File: src/rtl/bist_pkg.sv
package bist_pkg;
  localparam int VEC_W = 4;
  localparam int SIG_W = 4;
  typedef logic [VEC_W-1:0] vec_t;
  typedef logic [SIG_W-1:0] sig_t;
  typedef enum logic [1:0] {ST_IDLE, ST_RUN, ST_SETTLE, ST_DONE} bist_state_e;
endpackage

File: src/rtl/bist_patgen.sv
module bist_patgen #(
  parameter int W = 4,
  parameter logic [W-1:0] TAPS = 4'b1001
) (
  input  logic         clk,
  input  logic         rst_n,
  input  logic         load,
  input  logic [W-1:0] seed,
  input  logic         step,
  output logic [W-1:0] vec
);
  localparam logic [W-1:0] ONE = {{(W-1){1'b0}}, 1'b1};
  logic [W-1:0] seed_fix;

  // zero seed would lock the register: substitute 0..01
  assign seed_fix = (seed == '0) ? ONE : seed;

  always_ff @(posedge clk or negedge rst_n) begin
    if (!rst_n)    vec <= ONE;
    else if (load) vec <= seed_fix;
    else if (step) vec <= {^(vec & TAPS), vec[W-1:1]};
  end

  // generator never reaches the all-zero lock-up state
  assert_gen_nonzero_R5: assert property (@(posedge clk) disable iff (!rst_n) vec != '0);
endmodule

File: src/rtl/bist_misr.sv
module bist_misr #(
  parameter int W = 4,
  parameter logic [W-1:0] TAPS = 4'b1001
) (
  input  logic         clk,
  input  logic         rst_n,
  input  logic         clr,
  input  logic         en,
  input  logic [W-1:0] resp,
  output logic [W-1:0] sig
);
  logic [W-1:0] nxt;

  generate
    for (genvar i = 0; i < W; i++) begin : g_stage
      if (i == W - 1) begin : g_top
        assign nxt[i] = (^(sig & TAPS)) ^ resp[i];
      end else begin : g_mid
        assign nxt[i] = sig[i+1] ^ resp[i];
      end
    end
  endgenerate

  always_ff @(posedge clk or negedge rst_n) begin
    if (!rst_n)    sig <= '0;
    else if (clr)  sig <= '0;
    else if (en)   sig <= nxt;
  end

  // a clear request empties the signature on the following cycle
  assert_sig_cleared_R6: assert property (@(posedge clk) disable iff (!rst_n) clr |=> sig == '0);
endmodule

File: src/rtl/bist_cut.sv
module bist_cut (
  input  logic [3:0] in_vec,
  output logic [3:0] out_vec
);
  logic a, b, c, d;
  assign a = in_vec[0];
  assign b = in_vec[1];
  assign c = in_vec[2];
  assign d = in_vec[3];

  assign out_vec[0] = (a & b) | c;
  assign out_vec[1] = a ^ b ^ c ^ d;
  assign out_vec[2] = ~(b | d);
  assign out_vec[3] = (a & c) ^ d;
endmodule

File: src/rtl/bist_engine.sv
module bist_engine
  import bist_pkg::*;
#(
  parameter int   CNT_W    = 8,
  parameter vec_t GEN_TAPS = 4'b1001,
  parameter sig_t SIG_TAPS = 4'b1001
) (
  input  logic             clk,
  input  logic             rst_n,
  input  logic             start,
  input  logic [VEC_W-1:0] seed,
  input  logic [CNT_W-1:0] pat_count,
  input  logic [SIG_W-1:0] expect_sig,
  input  logic [VEC_W-1:0] func_in,
  output logic [SIG_W-1:0] cut_out,
  output logic             busy,
  output logic             done,
  output logic             pass
);
  localparam logic [CNT_W-1:0] CNT_ONE = {{(CNT_W-1){1'b0}}, 1'b1};

  bist_state_e      state;
  logic [CNT_W-1:0] remain;
  logic             match;
  logic             accept, test_mode;
  vec_t             gen_vec, cut_in;
  sig_t             sig;

  assign accept    = start && (state == ST_IDLE || state == ST_DONE);
  assign test_mode = (state == ST_RUN);
  assign cut_in    = test_mode ? gen_vec : func_in;

  bist_patgen #(.W(VEC_W), .TAPS(GEN_TAPS)) u_gen (
    .clk(clk), .rst_n(rst_n), .load(accept), .seed(seed),
    .step(test_mode), .vec(gen_vec)
  );

  bist_cut u_cut (.in_vec(cut_in), .out_vec(cut_out));

  bist_misr #(.W(SIG_W), .TAPS(SIG_TAPS)) u_misr (
    .clk(clk), .rst_n(rst_n), .clr(accept), .en(test_mode),
    .resp(cut_out), .sig(sig)
  );

  always_ff @(posedge clk or negedge rst_n) begin
    if (!rst_n) begin
      state  <= ST_IDLE;
      remain <= '0;
      match  <= 1'b0;
    end else begin
      case (state)
        ST_IDLE, ST_DONE: if (accept) begin
          remain <= pat_count;
          match  <= 1'b0;
          state  <= (pat_count == '0) ? ST_SETTLE : ST_RUN;
        end
        ST_RUN: begin
          remain <= remain - CNT_ONE;
          if (remain == CNT_ONE) state <= ST_SETTLE;
        end
        ST_SETTLE: begin
          match <= (sig == expect_sig);
          state <= ST_DONE;
        end
        default: state <= ST_IDLE;
      endcase
    end
  end

  assign busy = (state == ST_RUN) || (state == ST_SETTLE);
  assign done = (state == ST_DONE);
  assign pass = done && match;

  // run-length monitor for R3
  logic [CNT_W:0] busy_len;
  logic [CNT_W:0] len_goal;
  always_ff @(posedge clk or negedge rst_n) begin
    if (!rst_n) begin
      busy_len <= '0;
      len_goal <= '0;
    end else if (accept) begin
      busy_len <= '0;
      len_goal <= {1'b0, pat_count} + 1'b1;
    end else if (busy) begin
      busy_len <= busy_len + 1'b1;
    end
  end

  assert_busy_len_R3: assert property (@(posedge clk) disable iff (!rst_n)
    $fell(busy) |-> busy_len == len_goal);
  assert_pass_needs_done_R7: assert property (@(posedge clk) disable iff (!rst_n)
    pass |-> done);
  assert_busy_done_excl_R7: assert property (@(posedge clk) disable iff (!rst_n)
    !(busy && done));
  assert_start_opens_run_R2: assert property (@(posedge clk) disable iff (!rst_n)
    (start && !busy) |=> (busy && !done));
endmodule

File: config.mk
export PLATFORM = sky130hd
export DESIGN_NAME = bist_engine
export DESIGN_NICKNAME = d
export VERILOG_FILES = /design/src/rtl/bist_pkg.sv /design/src/rtl/bist_patgen.sv /design/src/rtl/bist_misr.sv /design/src/rtl/bist_cut.sv /design/src/rtl/bist_engine.sv
export SDC_FILE = /design/constraint.sdc
export NUM_CORES = 1
export LEC_CHECK = 0
export CAP_MARGIN = 5
export CORE_MARGIN = 4
export CORE_UTILIZATION = 62
export CTS_CLUSTER_DIAMETER = 30
export DETAILED_ROUTE_END_ITERATION = 16
export DONT_BUFFER_PORTS = 1
export PLACE_DENSITY = 0.78
export SKIP_LAST_GASP = 1
export SLEW_MARGIN = 40
export SYNTH_ARGS = -nofsm -noshare
export SYNTH_HDL_FRONTEND = slang
export SYNTH_SLANG_ARGS = --single-unit
File: constraint.sdc
create_clock -name clk -period 2.7 [get_ports clk]
set_clock_uncertainty 0.15 [all_clocks]
set_input_delay 0.81 -clock clk [delete_from_list [all_inputs] [get_ports clk]]
set_output_delay 0.81 -clock clk [all_outputs]
set_load 0.01 [all_outputs]
-- Word-level counts from Yosys, hierarchy flattened
Cells that the tools add are included.
- bits in registers: 19
- equality and inequality tests: 7
- muxes and demuxes: 14
- bitwise operators: 13
- add/sub/neg operators: 1
- reductions and logical operators: 16
- operators with widths (cell ; count):
    $mux W4 ; 6
    $pmux W8 S2 ; 1
    $eq A8 B1 Y1 const B ; 1
    $logic_not A8 Y1 ; 1
    $mux W8 ; 1
    $reduce_xor A4 Y1 ; 2
    $sub A8 B1 Y8 const B ; 1
    $xor A1 B1 Y1 ; 8
    $mux W2 ; 3
    $pmux W2 S3 ; 1
    $reduce_and A2 Y1 ; 3
    $reduce_bool A2 Y1 ; 3
    $eq A2 B2 Y1 const B ; 2
    $eq A4 B4 Y1 ; 1
    $logic_not A4 Y1 ; 1
    $and A1 B1 Y1 ; 2
    $eq A2 B1 Y1 const B ; 1
    $logic_and A1 B1 Y1 ; 2
    $logic_not A2 Y1 ; 1
    $logic_or A1 B1 Y1 ; 2
    $ne A2 B1 Y1 const B ; 1
    $ne A2 B2 Y1 const B ; 1
    $or A1 B1 Y1 ; 2
    $pmux W1 S2 ; 1
    3 further kinds ; 3

-- Logic depth before layout (Yosys ltp)
Gate-level depths: netlist of the first run.
- word-level depth: 8
- depth in mapped cells: 11
- depth with buffers taken out: 9

-- Modules after synthesis
A second synthesis of the first run with hierarchy kept.
- cells, all modules: 135
- area total of the unflattened synthesis: 1275.0 sq um
- by module, submodules not included (module ; seq. area each (sq um) ; area an instance (sq um) ; instances ; cells an instance):
    bist_engine ; 275.3 ; 820.8 ; 1 ; 91
    bist_patgen ; 101.3 ; 203.9 ; 1 ; 18
    bist_misr ; 100.1 ; 197.7 ; 1 ; 19
    bist_cut ; 0.0 ; 52.6 ; 1 ; 7

-- Worst setup path after synthesis of the first run
OpenSTA, ideal clock, no wires.
- kind: register to output
- start: register state[1]
- end: output cut_out[1]
- buffers on the path: 2
- setup slack: 9 ps
- data arrival time: 1731 ps
- data required time: 1740 ps
- cell stages (with the launch flop): 10
- cells stage by stage: dfrtp_1 inv_1 ha_1 buf_4 inv_1 buf_2 nand2_1 nand2_1 ha_1 xnor2_1
- longest elaborated chain between the ends: 5
- RTL lines (item ; RTL line ; RTL):
    start, declared ; bist_engine.sv:22 ; bist_state_e state;
    start signal, assigned ; bist_engine.sv:55 ; state <= (pat_count == '0) ? ST_SETTLE : ST_RUN;
    $eq A2 B1 Y1 * ; bist_engine.sv:30 ; assign test_mode = (state == ST_RUN);
    $mux W4 * ; bist_engine.sv:31 ; assign cut_in = test_mode ? gen_vec : func_in;
    $xor A1 B1 Y1 (2 in series) ; bist_cut.sv:12 ; assign out_vec[1] = a ^ b ^ c ^ d;
    $xor A1 B1 Y1 * ; bist_cut.sv:12 ;
    end, declared ; bist_engine.sv:15 ; output logic [SIG_W-1:0] cut_out,
Every way passes the cells marked *; elsewhere a longest branch is shown, timed or not.

-- Final worst setup path of the first run
Ends and elaborated chain as after synthesis.

==> results of run 1 <==
layout make-up:
class	instances	area (sq um)
clock buffers	3	22.5
clock inverters	1	5.00
fillers	156	542
inverters	8	30.0
multi-input cells	132	1000
flip-flops and latches	19	477
well taps	28	35.0
repair buffers	14	118
per-layer routing:
layer  GRT usage, %  vias to the layer above  routed length, microns
li1               -                      623                       -
met1           31.5                      634                    1560
met2           39.6                       63                    1860
met3           6.21                       10                     385
met4           6.10                        0                      81
met5              0                        -                       0
cell families (layout without fill, tap and decap cells):
family | after synthesis | after routing | share of synthesized area, %
AOI/OAI and AO/OA | 43 | 43 | 19.3
DFF | 19 | 19 | 32.5
and+or+nand+nor | 58 | 58 | 21.5
xor gates and xnor gates | 14 | 14 | 8.35
buffers and inverters | 18 | 26 | 5.62
muxes | 11 | 11 | 7.75
adders and majority gates | 6 | 6 | 5.11
cells in the mapped netlist, types with 2 or more instances:
cell type / instances
sky130_fd_sc_hd__a211oi_1: 2
sky130_fd_sc_hd__a21oi_1: 16
sky130_fd_sc_hd__a221oi_1: 3
sky130_fd_sc_hd__and2_1: 3
sky130_fd_sc_hd__buf_2: 3
sky130_fd_sc_hd__clkbuf_1: 5
sky130_fd_sc_hd__dfrtp_1: 18
sky130_fd_sc_hd__ha_1: 6
sky130_fd_sc_hd__inv_1: 7
sky130_fd_sc_hd__mux2_2: 3
sky130_fd_sc_hd__mux2i_1: 8
sky130_fd_sc_hd__nand2_1: 13
sky130_fd_sc_hd__nand2b_1: 3
sky130_fd_sc_hd__nand3_1: 8
sky130_fd_sc_hd__nor2_1: 12
sky130_fd_sc_hd__nor2b_1: 4
sky130_fd_sc_hd__nor3_1: 3
sky130_fd_sc_hd__nor4_1: 3
sky130_fd_sc_hd__o21ai_0: 8
sky130_fd_sc_hd__o31ai_1: 3
sky130_fd_sc_hd__xnor2_1: 12
sky130_fd_sc_hd__xor2_1: 2
state kept, by name (all words and copies together) (netlist names):
register / count
u_misr.sig: 4
u_gen.vec: 4
match: 1
state: 2
remain: 8
stage by stage:
step	setup WS (ns)	hold WS (ns)	total power, uW
2_1_floorplan	0.00929	0.314	1760
3_3_place_gp	0.0514	0.343	1960
3_5_place_dp	0.0324	0.353	2010
4_1_cts	0.0000543	0.0227	2420
5_1_grt	-0.0842	0.0000477	2780
6_report	-0.0273	0.0234	2580
where the power goes:
part           internal (uW)  switching, uW  total (uW)
registers                431            181         612
clock network           55.6           97.2         153
logic                    858            955        1810
total                   1340           1230        2580
worst min-delay path by stage:
stage / slack [ns] / to
after floorplan: 0.31 / match
after global placement: 0.34 / match
after detailed placement: 0.35 / match
after CTS: 0.02 / u_misr.sig[0]
after global routing: 0.00005 / remain[2]
final: 0.02 / remain[1]
timing repair:
action                                  CTS  global route
endpoints found under the setup margin    4             4
pin swaps                                 3             3
resized for setup                        13             6
hold buffers                              0             2
hold endpoints to repair                  0            13
setup buffers                             5             3
==> out/qor.txt, run 1 <==
==========================================================================================
Post-Syn Instances ..........................................................          169
Clock edge transition at the registers on the reported setup and hold paths .      0.11 ns
Pin count of the biggest net entering global routing ........................           24
Minimum setup slack in the final design .....................................   -0.0273 ns
Final TNS setup .............................................................   -0.0273 ns
Portion of the clock cycle consumed by the worst path in the final layout ...         101%
Power density normalized to cell area ....................................... 1520 nW/um^2
HPWL after detailed placement ............................................... 2460 microns
Final weighted congestion in routability-driven placement ...................        0.830
RSZ-0062 raised after global routing ........................................          yes
Slew of the pin with the lowest slew margin .................................     0.652 ns
Critical path launch point type .............................................         flop
Final core occ ..............................................................        75.7%
Number of sinks on the clock net ............................................           19
H-tree levels ...............................................................            1
Endpoint kind of the worst setup timing path ................................ primary output
Setup CP Type ............................................................... flop to primary output
Most prevalent standard cell on the critical path ........................... sky130_fd_sc_hd__ha_4
Drt drc .....................................................................            0
Placed cells ................................................................          191
DRT Wirelength .............................................................. 3890 microns
Cell types with the largest area share after synthesis ...................... sky130_fd_sc_hd__dfrtp_1 (31%), sky130_fd_sc_hd__xnor2_1 (7.2%), sky130_fd_sc_hd__a21oi_1 (5.5%)
Core box area ...............................................................   2230 sq um
GRT Resource Usage Total ....................................................        24.1%
Worst Hold Class ............................................................ input port to asynchronous set/reset pin
Async SR Flop Fraction ......................................................         100%
Final instance area .........................................................   1690 sq um
Reg-to-Reg Start ............................................................     state[1]
Clock root buffer ........................................................... sky130_fd_sc_hd__clkbuf_4
Capture instance of the worst register-to-register path .....................    remain[0]
Total of flip-flops plus latches after synthesis ............................           19
Antenna violations before repair ............................................            0
Synthesized Nets ............................................................          198
Antenna diode count .........................................................            0
Cells along the critical path ............................................... inv_2 -> ha_4 -> mux2_4 -> ha_4 -> xnor2_4
Routed length per placed instance ........................................... 19.0 microns
Share of the yosys chip area belonging to registers .........................        32.5%
Final std cells w/o fill ....................................................          205
# nets final ................................................................          207
Most common library cell in the layout ignoring fill and taps ............... sky130_fd_sc_hd__dfrtp_1
Total standard cell area after synthesis ....................................   1470 sq um
First-pass GRT wire length .................................................. 6050 microns
Crit path buffers/inverters .................................................            1
Length of the first detailed-routing pass in iterations .....................            4
Slowest stage cell, crit path ............................................... sky130_fd_sc_hd__dfrtp_1
Critical path data arrival time .............................................      1.77 ns
Critical path capture point .................................................   cut_out[1]
Post-synth EDFFs ............................................................            0
Number of warnings reported in the yosys synthesis log ......................            0
Total cell area at the placement stage ......................................   1480 sq um
Primary FF master, synth .................................................... sky130_fd_sc_hd__dfrtp_1
Largest delay share family, worst path ......................................  adder cells
Largest stage delay, worst path .............................................      0.41 ns
Congestion Overflow GR ......................................................            0
Number of endpoints failing setup at the final stage ........................            1
# Max-Cap Violations ........................................................            0
Number of cells on the critical path ........................................            5
Post-route minimum period ...................................................      2.73 ns
Result of the run ........................................................... finished with violations
Unique masters post-synth ...................................................           46
Routed vias .................................................................         1330
Starting utilization of the core area .......................................        65.8%
Critical-path maximum fanout ................................................            3
Highest ir drop seen on vdd .................................................      1100 uV
Number of global-route vias before repair ...................................         1248
Slack of the worst reg-to-reg path ..........................................      0.43 ns
Cell type with the largest total area after synthesis ....................... sky130_fd_sc_hd__dfrtp_1
TritonCTS clock tree ........................................................        built
Y dimension of the die ...................................................... 56.7 microns
Number of I/O pins ..........................................................           30
Count of final max-slew check failures ......................................            0
Ratio of cells with drive above 1 in the final layout .......................        23.7%
Cell leakage power ..........................................................  0.000688 uW
Overall die width ........................................................... 56.7 microns
Mapped Avg Cell Area ........................................................   8.69 sq um
Hold violation count in the final report ....................................            0
Number of DRC violations after detailed-routing iteration 0 .................           67
Clock latency reported for the late side of the worst-skew pair .............      0.31 ns
Endpoint required time on the critical path .................................      1.74 ns
Maximum clock insertion buffer count ........................................            2
Quantity of I/O buffers inserted on ports ...................................            0
Number of cells on the worst reg-to-reg path ................................            8
Detail-routed via count per cell ............................................         6.49
Worst setup startpoint ......................................................     state[1]
Area growth syn-to-layout ...................................................        15.2%
Number of nets with antenna violations after detailed routing ...............            0
Max frequency ...............................................................    0.367 GHz
Leading cell types in the layout, fill and taps excluded .................... sky130_fd_sc_hd__dfrtp_1 (18), sky130_fd_sc_hd__a21oi_1 (16), sky130_fd_sc_hd__nor2_1 (12)
Clock buffer count from CTS .................................................            3
Std-Cell Rows ...............................................................           17
Violations in the final reports ............................................. setup timing
Yosys top cell area share ...................................................        30.7%
Relative slew slack .........................................................        56.4%
Die outline area ............................................................   3210 sq um
==========================================================================================
Power figures use the tool's default switching activity.
==> run 2, diff against run 1 <==
Settings changed: PLACE_DENSITY 0.78 to 0.89, SKIP_LAST_GASP 1 to unset.
==> out/qor.txt, run 2 (synthesis gave the netlist of run 1 again) <==
==========================================================================================
Number of nets with antenna violations after detailed routing ...............            0   unchanged
Total power of the final layout .............................................      2620 uW   was 2580 uW
Std-Cell Rows ...............................................................           17   unchanged
Violations in the final reports ............................................. setup timing   unchanged
Antenna diode count .........................................................            0   unchanged
Portion of the clock cycle consumed by the worst path in the final layout ...         105%   was 101%
Clock edge transition at the registers on the reported setup and hold paths .      0.12 ns   was 0.11 ns
Most prevalent standard cell on the critical path ........................... sky130_fd_sc_hd__ha_4   unchanged
Ratio of cells with drive above 1 in the final layout .......................        24.6%   was 23.7%
Endpoint kind of the worst setup timing path ................................ primary output   unchanged
Final core occ ..............................................................        75.3%   was 75.7%
Quantity of I/O buffers inserted on ports ...................................            0   unchanged
Max reg flops ...............................................................            8   unchanged
H-tree levels ...............................................................            1   unchanged
DRT Wirelength .............................................................. 4010 microns   was 3890 microns
Antenna violations before repair ............................................            0   unchanged
TritonCTS clock tree ........................................................        built   unchanged
Final weighted congestion in routability-driven placement ...................        0.822   was 0.830
Number of endpoints failing setup at the final stage ........................            4   was 1
Starting utilization of the core area .......................................        65.8%   unchanged
Setup CP Type ............................................................... flop to primary output   unchanged
Most common library cell in the layout ignoring fill and taps ............... sky130_fd_sc_hd__dfrtp_1   unchanged
Die outline area ............................................................   3210 sq um   unchanged
Length of the first detailed-routing pass in iterations .....................            4   unchanged
Cells along the critical path ............................................... inv_2 -> ha_4 -> mux2_4 -> ha_4 -> xnor2_4   unchanged
Largest delay share family, worst path ......................................  adder cells   unchanged
Number of DRC violations after detailed-routing iteration 0 .................           53   was 67
Congestion Overflow GR ......................................................            0   unchanged
Highest ir drop seen on vdd .................................................      1110 uV   was 1100 uV
# nets final ................................................................          205   was 207
Worst Hold Class ............................................................ input port to asynchronous set/reset pin   unchanged
Minimum setup slack in the final design .....................................    -0.144 ns   was -0.0273 ns
Clock latency reported for the late side of the worst-skew pair .............      0.31 ns   about the same
Overall die width ........................................................... 56.7 microns   unchanged
Cell leakage power ..........................................................  0.000675 uW   was 0.000688 uW
Max frequency ...............................................................    0.352 GHz   was 0.367 GHz
Largest stage delay, worst path .............................................      0.45 ns   was 0.41 ns
Crit path buffers/inverters .................................................            1   unchanged
Slowest stage cell, crit path ............................................... sky130_fd_sc_hd__dfrtp_1   unchanged
Area growth syn-to-layout ...................................................        14.5%   was 15.2%
Number of sinks on the clock net ............................................           19   unchanged
# Max-Cap Violations ........................................................            0   unchanged
Hold violation count in the final report ....................................            0   unchanged
First-pass GRT wire length .................................................. 6450 microns   was 6050 microns
Y dimension of the die ...................................................... 56.7 microns   unchanged
Number of global-route vias before repair ...................................         1366   was 1248
Power density normalized to cell area ....................................... 1560 nW/um^2   was 1520 nW/um^2
Routed vias .................................................................         1349   was 1330
Registers with the most flip-flops .......................................... remain (8), u_gen.vec (4), u_misr.sig (4)   unchanged
Slew of the pin with the lowest slew margin .................................     0.532 ns   was 0.652 ns
Routed length per placed instance ........................................... 19.8 microns   was 19.0 microns
Drt drc .....................................................................            0   unchanged
Endpoint required time on the critical path .................................      1.74 ns   about the same
Leading cell types in the layout, fill and taps excluded .................... sky130_fd_sc_hd__dfrtp_1 (18), sky130_fd_sc_hd__a21oi_1 (15), sky130_fd_sc_hd__nor2_1 (12)   was sky130_fd_sc_hd__dfrtp_1 (18), sky130_fd_sc_hd__a21oi_1 (16), sky130_fd_sc_hd__nor2_1 (12)
Critical path data arrival time .............................................      1.88 ns   was 1.77 ns
Number of I/O pins ..........................................................           30   unchanged
RSZ-0062 raised after global routing ........................................          yes   unchanged
GRT Resource Usage Total ....................................................        26.0%   was 24.1%
Critical-path maximum fanout ................................................            3   unchanged
Filler Cells Inserted .......................................................          141   was 156
Relative slew slack .........................................................        64.2%   was 56.4%
Maximum clock insertion buffer count ........................................            2   unchanged
Count of final max-slew check failures ......................................            0   unchanged
Clock root buffer ........................................................... sky130_fd_sc_hd__clkbuf_4   unchanged
Largest Register ............................................................       remain   unchanged
Clock buffer count from CTS .................................................            3   unchanged
Result of the run ........................................................... finished with violations   unchanged
Post-route minimum period ...................................................      2.84 ns   was 2.73 ns
Critical path launch point type .............................................         flop   unchanged
Detail-routed via count per cell ............................................         6.65   was 6.49
Core box area ...............................................................   2230 sq um   unchanged
Pin count of the biggest net entering global routing ........................           22   was 24
HPWL after detailed placement ............................................... 2630 microns   was 2460 microns
==========================================================================================
## run 2: changes by cell type in the layout (fill, tap and decap cells not counted)
cell / before / now
sky130_fd_sc_hd__ha_2: 0 / 1
sky130_fd_sc_hd__nand2b_1: 3 / 2
sky130_fd_sc_hd__a21oi_1: 16 / 15
sky130_fd_sc_hd__clkbuf_1: 0 / 1
sky130_fd_sc_hd__clkinv_2: 1 / 0
sky130_fd_sc_hd__dlygate4sd3_1: 2 / 1
sky130_fd_sc_hd__ha_1: 4 / 3
sky130_fd_sc_hd__buf_4: 11 / 10
sky130_fd_sc_hd__a21oi_2: 0 / 1
sky130_fd_sc_hd__nand2b_2: 0 / 1
## run 2: worst paths after layout
check	slack [ns]	end	start	cells after the start
setup / recovery	-0.14	cut_out[1]	state[1]	5
setup reg to reg	0.38	u_misr.sig[1]	state[1]	8
min in group clk	0.42	remain[1]	start	1
max in group asynchronous	1.66	u_misr.sig[2]	rst_n	1
hold / removal	0.02	remain[1]	rst_n	0
hold reg to reg	0.42	match	match	2
## run 2: power breakdown
group	switching, uW	total [uW]	internal (uW)
clock	98.6	156	57.8
sequential	192	623	431
combinational	986	1840	857
total	1280	2620	1350
## run 2: final cells by class
cell class | instances | area [sq um] | share of cell area (%)
tap | 28 | 35.0 | 2.08
sequential | 19 | 477 | 28.3
timing repair buffer | 12 | 100 | 5.95
inverter | 8 | 30.0 | 1.79
multi-input combinational | 132 | 1010 | 60.3
clock buffer | 4 | 26.3 | 1.56
## run 2: layer usage
layer	part of all wire (%)	vias up	GRT usage, %
met5	0	-	0
met4	5.3	0	13.6
met3	9.0	19	8.05
met2	47	69	43.1
met1	38	646	29.8
li1	-	615	-
## run 2: stage by stage
step                      std cells  setup slack (ns)  hold WS, ns  setup TNS [ns]  cell area (sq um)
after detailed placement        192            0.0100        0.365               0               1490
after global placement          192            0.0522        0.341               0               1490
final                           203            -0.144       0.0229          -0.301               1680
after floorplan                 169           0.00929        0.314               0               1470
after CTS                       201          -0.00279       0.0203        -0.00279               1650
after global routing            203            -0.175     -0.00908          -0.482               1680
## run 2: repair_timing
item                       in CTS  in global routing
buffers inserted                5                  1
hold endpoints to repair        0                  3
setup endpoints to repair       4                  5
hold buffers                    0                  1
cloned                          0                  0
pin swaps                       4                  4
resized for setup              17                  5
